File: src/rtl/irq_ack_pkg.sv
package irq_ack_pkg;
  typedef enum logic {
    ST_IDLE = 1'b0,
    ST_ACK  = 1'b1
  } ack_state_e;
endpackage

File: src/rtl/irq_prio_enc.sv
module irq_prio_enc #(
  parameter int N_LINES = 8,
  localparam int LW = $clog2(N_LINES)
) (
  input  logic [N_LINES-1:0] req_ni,
  output logic [LW-1:0]      level_o
);
  // line 0 encodes "no request"
  always_comb begin
    level_o = '0;
    for (int k = 1; k < N_LINES; k++) begin
      if (!req_ni[k]) level_o = LW'(k);
    end
  end

  always_comb begin
    if (!req_ni[N_LINES-1])
      a_top_line_r1: assert (level_o == LW'(N_LINES-1));
  end
endmodule

File: src/rtl/irq_pend_cmp.sv
module irq_pend_cmp #(
  parameter int LW = 3
) (
  input  logic [LW-1:0] level_i,
  input  logic [LW-1:0] mask_i,
  input  logic          busy_i,
  output logic          pending_o
);
  localparam logic [LW-1:0] LVL_MAX = '1;

  logic above;
  assign above     = (level_i > mask_i) || (level_i == LVL_MAX);
  assign pending_o = !busy_i && (level_i != '0) && above;

  always_comb begin
    if (level_i == '0)
      a_zero_idle_r2: assert (!pending_o);
  end
endmodule

File: src/rtl/irq_ack_fsm.sv
module irq_ack_fsm
  import irq_ack_pkg::*;
#(
  parameter int          LW          = 3,
  parameter int          VW          = 8,
  parameter int          TIMEOUT     = 16,
  parameter logic [VW-1:0] UNINIT_CODE = 8'h0F,
  parameter logic [VW-1:0] UNINIT_VEC  = 8'd15,
  parameter logic [VW-1:0] SPUR_VEC    = 8'd24,
  localparam int         CW          = $clog2(TIMEOUT + 1)
) (
  input  logic          clk_i,
  input  logic          rst_ni,
  input  logic          pending_i,
  input  logic [LW-1:0] level_i,
  input  logic [VW-1:0] vec_i,
  input  logic          vec_valid_i,
  output logic          busy_o,
  output logic          done_o,
  output logic [LW-1:0] iack_level_o,
  output logic [VW-1:0] vector_o,
  output logic          vector_valid_o
);
  ack_state_e    state_q;
  logic [CW-1:0] cnt_q;
  logic [LW-1:0] lvl_q;
  logic          expired;
  logic [VW-1:0] resolved;

  assign expired  = (cnt_q == CW'(TIMEOUT - 1));
  assign resolved = (vec_i == UNINIT_CODE) ? UNINIT_VEC : vec_i;
  assign busy_o   = (state_q == ST_ACK);
  assign done_o   = busy_o && (vec_valid_i || expired);

  always_ff @(posedge clk_i or negedge rst_ni) begin
    if (!rst_ni) begin
      state_q        <= ST_IDLE;
      cnt_q          <= '0;
      lvl_q          <= '0;
      vector_o       <= '0;
      vector_valid_o <= 1'b0;
    end else begin
      vector_valid_o <= 1'b0;
      case (state_q)
        ST_IDLE: begin
          if (pending_i) begin
            state_q <= ST_ACK;
            lvl_q   <= level_i;
            cnt_q   <= '0;
          end
        end
        ST_ACK: begin
          if (vec_valid_i) begin
            // device answer wins over an expiring timer
            state_q        <= ST_IDLE;
            vector_o       <= resolved;
            vector_valid_o <= 1'b1;
          end else if (expired) begin
            state_q        <= ST_IDLE;
            vector_o       <= SPUR_VEC;
            vector_valid_o <= 1'b1;
          end else begin
            cnt_q <= cnt_q + 1'b1;
          end
        end
        default: state_q <= ST_IDLE;
      endcase
    end
  end

  assign iack_level_o = busy_o ? lvl_q : '0;

  p_lvl_hold_r3: assert property (@(posedge clk_i) disable iff (!rst_ni)
    busy_o && $past(busy_o) |-> $stable(iack_level_o));
  p_lvl_nonzero_r3: assert property (@(posedge clk_i) disable iff (!rst_ni)
    busy_o |-> iack_level_o != '0);
  p_no_overflow_r6: assert property (@(posedge clk_i) disable iff (!rst_ni)
    busy_o |-> cnt_q < CW'(TIMEOUT));
  p_vv_pulse_r4: assert property (@(posedge clk_i) disable iff (!rst_ni)
    vector_valid_o |=> !vector_valid_o);
  p_idle_no_vv_r10: assert property (@(posedge clk_i) disable iff (!rst_ni)
    !busy_o |=> !vector_valid_o);
endmodule

File: src/rtl/irq_ack_ctrl.sv
module irq_ack_ctrl #(
  parameter int N_LINES  = 8,
  parameter int SR_W     = 16,
  parameter int MASK_LSB = 8,
  parameter int VW       = 8,
  parameter int TIMEOUT  = 16,
  localparam int LW      = $clog2(N_LINES)
) (
  input  logic               clk_i,
  input  logic               rst_ni,
  input  logic [N_LINES-1:0] irq_ni,
  input  logic [SR_W-1:0]    status_i,
  input  logic               status_we_i,
  input  logic [VW-1:0]      vec_i,
  input  logic               vec_valid_i,
  output logic [LW-1:0]      level_o,
  output logic               pending_o,
  output logic               iack_o,
  output logic [LW-1:0]      iack_level_o,
  output logic [VW-1:0]      vector_o,
  output logic               vector_valid_o,
  output logic [LW-1:0]      mask_o
);
  logic [LW-1:0] mask_q;
  logic          busy;
  logic          done;

  irq_prio_enc #(.N_LINES(N_LINES)) u_enc (
    .req_ni  (irq_ni),
    .level_o (level_o)
  );

  irq_pend_cmp #(.LW(LW)) u_cmp (
    .level_i   (level_o),
    .mask_i    (mask_q),
    .busy_i    (busy),
    .pending_o (pending_o)
  );

  irq_ack_fsm #(.LW(LW), .VW(VW), .TIMEOUT(TIMEOUT)) u_fsm (
    .clk_i          (clk_i),
    .rst_ni         (rst_ni),
    .pending_i      (pending_o),
    .level_i        (level_o),
    .vec_i          (vec_i),
    .vec_valid_i    (vec_valid_i),
    .busy_o         (busy),
    .done_o         (done),
    .iack_level_o   (iack_level_o),
    .vector_o       (vector_o),
    .vector_valid_o (vector_valid_o)
  );

  // completion raises the mask and takes priority over a status write
  always_ff @(posedge clk_i or negedge rst_ni) begin
    if (!rst_ni)          mask_q <= '1;
    else if (done)        mask_q <= iack_level_o;
    else if (status_we_i) mask_q <= status_i[MASK_LSB +: LW];
  end

  assign iack_o = busy;
  assign mask_o = mask_q;

  p_mask_follow_r7: assert property (@(posedge clk_i) disable iff (!rst_ni)
    vector_valid_o |-> mask_o == $past(iack_level_o));
  p_no_pend_busy_r11: assert property (@(posedge clk_i) disable iff (!rst_ni)
    iack_o |-> !pending_o);
endmodule

File: config.mk
export PLATFORM = sky130hd
export DESIGN_NAME = irq_ack_ctrl
export DESIGN_NICKNAME = d
export VERILOG_FILES = /design/src/rtl/irq_ack_pkg.sv /design/src/rtl/irq_prio_enc.sv /design/src/rtl/irq_pend_cmp.sv /design/src/rtl/irq_ack_fsm.sv /design/src/rtl/irq_ack_ctrl.sv
export SDC_FILE = /design/constraint.sdc
export NUM_CORES = 1
export LEC_CHECK = 0
export ABC_AREA = 1
export BUFFER_PORTS_ARGS = -buffer_cell sky130_fd_sc_hd__buf_2
export CAP_MARGIN = 10
export CORE_UTILIZATION = 44
export CTS_CLUSTER_DIAMETER = 150
export DETAILED_ROUTE_END_ITERATION = 12
export HOLD_SLACK_MARGIN = 0.1
export PLACE_DENSITY = 0.78
export SLEW_MARGIN = 20
export SYNTH_ARGS = -nofsm -noshare
export SYNTH_HDL_FRONTEND = slang
export SYNTH_SLANG_ARGS = --single-unit
File: constraint.sdc
create_clock -name clk_i -period 2.2 [get_ports clk_i]
set_input_delay 0.44 -clock clk_i [delete_from_list [all_inputs] [get_ports clk_i]]
set_output_delay 0.44 -clock clk_i [all_outputs]
set_load 0.03 [all_outputs]
==> reports/metrics.cfg <==
[sta]
tns_ns=-0.0221
period_share_pct=101
finalHoldViolCount=0
setup_viol=1
grt_setup_unrepaired=yes
setup_ws_ns=-0.0221
max_slew_margin_pct=70.5
period_minus_slack_ns=2.22
finalMaxSlewViolations=0
max_freq_ghz=0.450
worst_clock_skew_ns=0.00501
tightest_slew_ns=0.443

[setup_path]
crit_required_ns=1.76
cp-start-kind=flip-flop
worstSetupEndpointType=output pin
arrival_ns=1.78
crit_top_cell=nand2_1
slowest_delay_ns=0.57
critPathMaxFanout=3
cp_cell_sequence=inv_4 -> ha_4 -> a21oi_1 -> nand2_1 -> nand2_1 -> a21oi_1 -> nand2_1 -> inv_4 -> buf_6
cp_slowest_cell=dfstp_2
path_class=flip-flop to output pin

[route]
via_per_inst=4.95
wl_per_cell_um=11.5
drt-initial-drc-count=8
via_count=986
wirelength_um=2280
ant_nets=0
drc=0
drt_pass1_iterations=4

[pwr]
power_leakage_nw=0.784
switchingPower_mw=0.896
intPower_mw=1.01
combPwrFrac_pct=54.9
power_mw=1.90
p_sw_share_pct=47.1
clock_power_share_pct=9.2
seqPwrFrac_pct=36.0
cellPowerDensity_mw_per_mm2=1290
irDropWorstVdd_mv=0.736

[global_routing]
grt_max_degree=22
grt_pass1_vias=960
gr-total-overflow=0
grt_pass1_wl_um=3810
antenna_found_initial=0
grt_use_total_pct=19.0

[synth]
syn_nets=159
yosys.area.top_type=dfrtp_1
yosys-top-cells-area=dfrtp_1, nand2_1, dfstp_2
syn_avg_cell_area_sq_um=9.17
yosysWarningCount=0
netlist_area_sq_mm=0.00108
synth_top_area_share_pct=41.6
ys_seq_elements=21
syn_inst=118
yosysSeqAreaShare_pct=48.9
ys_types=22

[clock_tree]
cts_tree=built
cts.sinks=21
root_buffer=clkbuf_4
cts-htree-levels=1
numCtsBuffers=3
clk_latency_ns=0.29
cts.clk_slew.worst_paths_ns=0.11
cts_buffer_depth=2

[die]
core-area_sq_mm=0.00225
dieArea_sq_mm=0.00266
die_x_um=51.6
start_util_pct=48.0
num_rows=17
die_y_um=51.6
ios=56

[final_layout]
area_delta_synth_final_pct=35.7
layout.cells.non_filler=199
fin_area_sq_mm=0.00147
n_fill_cell=189
nets=213
diodes=0
drive_gt1_share_pct=45.0

[placement]
placed_area_sq_mm=0.00135
dpl.hpwl_um=1750
place_worst_setup_slack_ns=-0.163
placed_cells=192
numPortBuffers=41
gp_congestion=0.752

[min_path]
hold_class=input port to flip-flop

[flow_run]
maxCapViolCount=0

[status]
status=complete, but fails checks
violations=setup timing

## cells by family after synthesis
kind of cell               share of synthesized area (%)
DFF                                                 48.9
adders and majority gates                           5.78
AOI/OAI and AO/OA                                   11.2
xor gates and xnor gates                           0.809
buffers and inverters                               9.25
and+or+nand+nor                                     24.0
## state kept, by name, indices dropped and copies added (netlist names)
signal and count:
u_fsm.vector_o 8, u_fsm.cnt_q 5, mask_o 3, u_fsm.lvl_q 3, u_fsm.busy_o 1, u_fsm.vector_valid_o 1
## routing by layer
layer / part of all wire (%) / routed length, um / up-vias / GRT usage [%]
met2: 51 / 1170 / 35 / 38.1
met3: 3.8 / 87 / 2 / 2.63
met1: 44 / 1000 / 458 / 20.8
li1: - / - / 491 / -
met4: 0.79 / 18 / 0 / 4.05
met5: 0 / 0 / - / 0
## power by group through the flow
stage | combinational [mW] | sequential (mW) | clock [mW]
finish | 1.04 | 0.684 | 0.174
CTS | 1.04 | 0.675 | 0.179
global placement | 0.957 | 0.674 | 0
floorplan | 0.513 | 0.879 | 0
global route | 1.14 | 0.700 | 0.199
detailed placement | 0.978 | 0.683 | 0
## critical path, delay by kind of cell, from the launching register on
kind                       cells  cell delay [ns]
DFF                            1             0.57
adders and majority gates      1             0.28
buffers and inverters          3             0.24
and+or+nand+nor                3             0.23
AOI/OAI and AO/OA              2             0.17
## worst paths after layout
kind | startpoint | endpoint | slack, ns | cells after the start
min in group asynchronous | rst_ni | u_fsm.cnt_q[3]$_DFFE_PN0P_ | 0.62 | 2
hold reg to reg | u_fsm.lvl_q[2]$_DFFE_PN0P_ | u_fsm.lvl_q[2]$_DFFE_PN0P_ | 0.50 | 2
max in group asynchronous | rst_ni | mask_o[0]$_DFFE_PN1P_ | 1.24 | 2
setup reg to reg | u_fsm.cnt_q[0]$_DFFE_PN0P_ | u_fsm.cnt_q[3]$_DFFE_PN0P_ | 0.40 | 9
hold / removal | vec_i[0] | u_fsm.vector_o[0]$_DFFE_PN0P_ | 0.38 | 2
setup / recovery | mask_o[2]$_DFFE_PN1P_ | pending_o | -0.02 | 9
## layout by cell type, fill, tap and decap left out, types with 4 or more instances in the layout
master   netlist  final
inv_2          3      5
nor2_1         5      4
nand3_1       12     11
buf_4          1     10
dfrtp_1       18     18
buf_2          0     38
nand2_1       29     28
inv_1         14     11
a22o_1         6      6
## stage by stage
step           hold slack, ns  utilization, %
2_1_floorplan           0.144               -
3_3_place_gp            0.405            60.0
3_5_place_dp            0.410            60.0
4_1_cts                 0.383            64.8
5_1_grt                 0.364            65.1
6_report                0.379            65.1
## Yosys cell counts, drive strengths merged
cell / number
nor2: 8
o22a: 2
nand2: 29
or2: 3
dfstp: 3
inv: 18
o221ai: 3
xor2: 1
ha: 5
buf: 3
a22o: 6
dfrtp: 18
o21ai: 2
nor3b: 1
a21oi: 3
nand3: 13
## final cells by class
type	instances	area, sq um	share of cell area [%]
timing repair buffer	52	309	21.0
clock buffer	4	26.3	1.79
sequential	21	529	36.0
inverter	18	72.6	4.94
tap	28	35.0	2.39
multi-input combinational	76	497	33.8
## what timing repair did
item,in CTS,in global routing
hold buffers,1,0
buffers inserted,2,0
hold endpoints to repair,18,0
pin swaps,7,8
gates resized for setup,11,3
gates cloned,0,0
endpoints found under the setup margin,1,1
(Power assumes the default switching activity.)
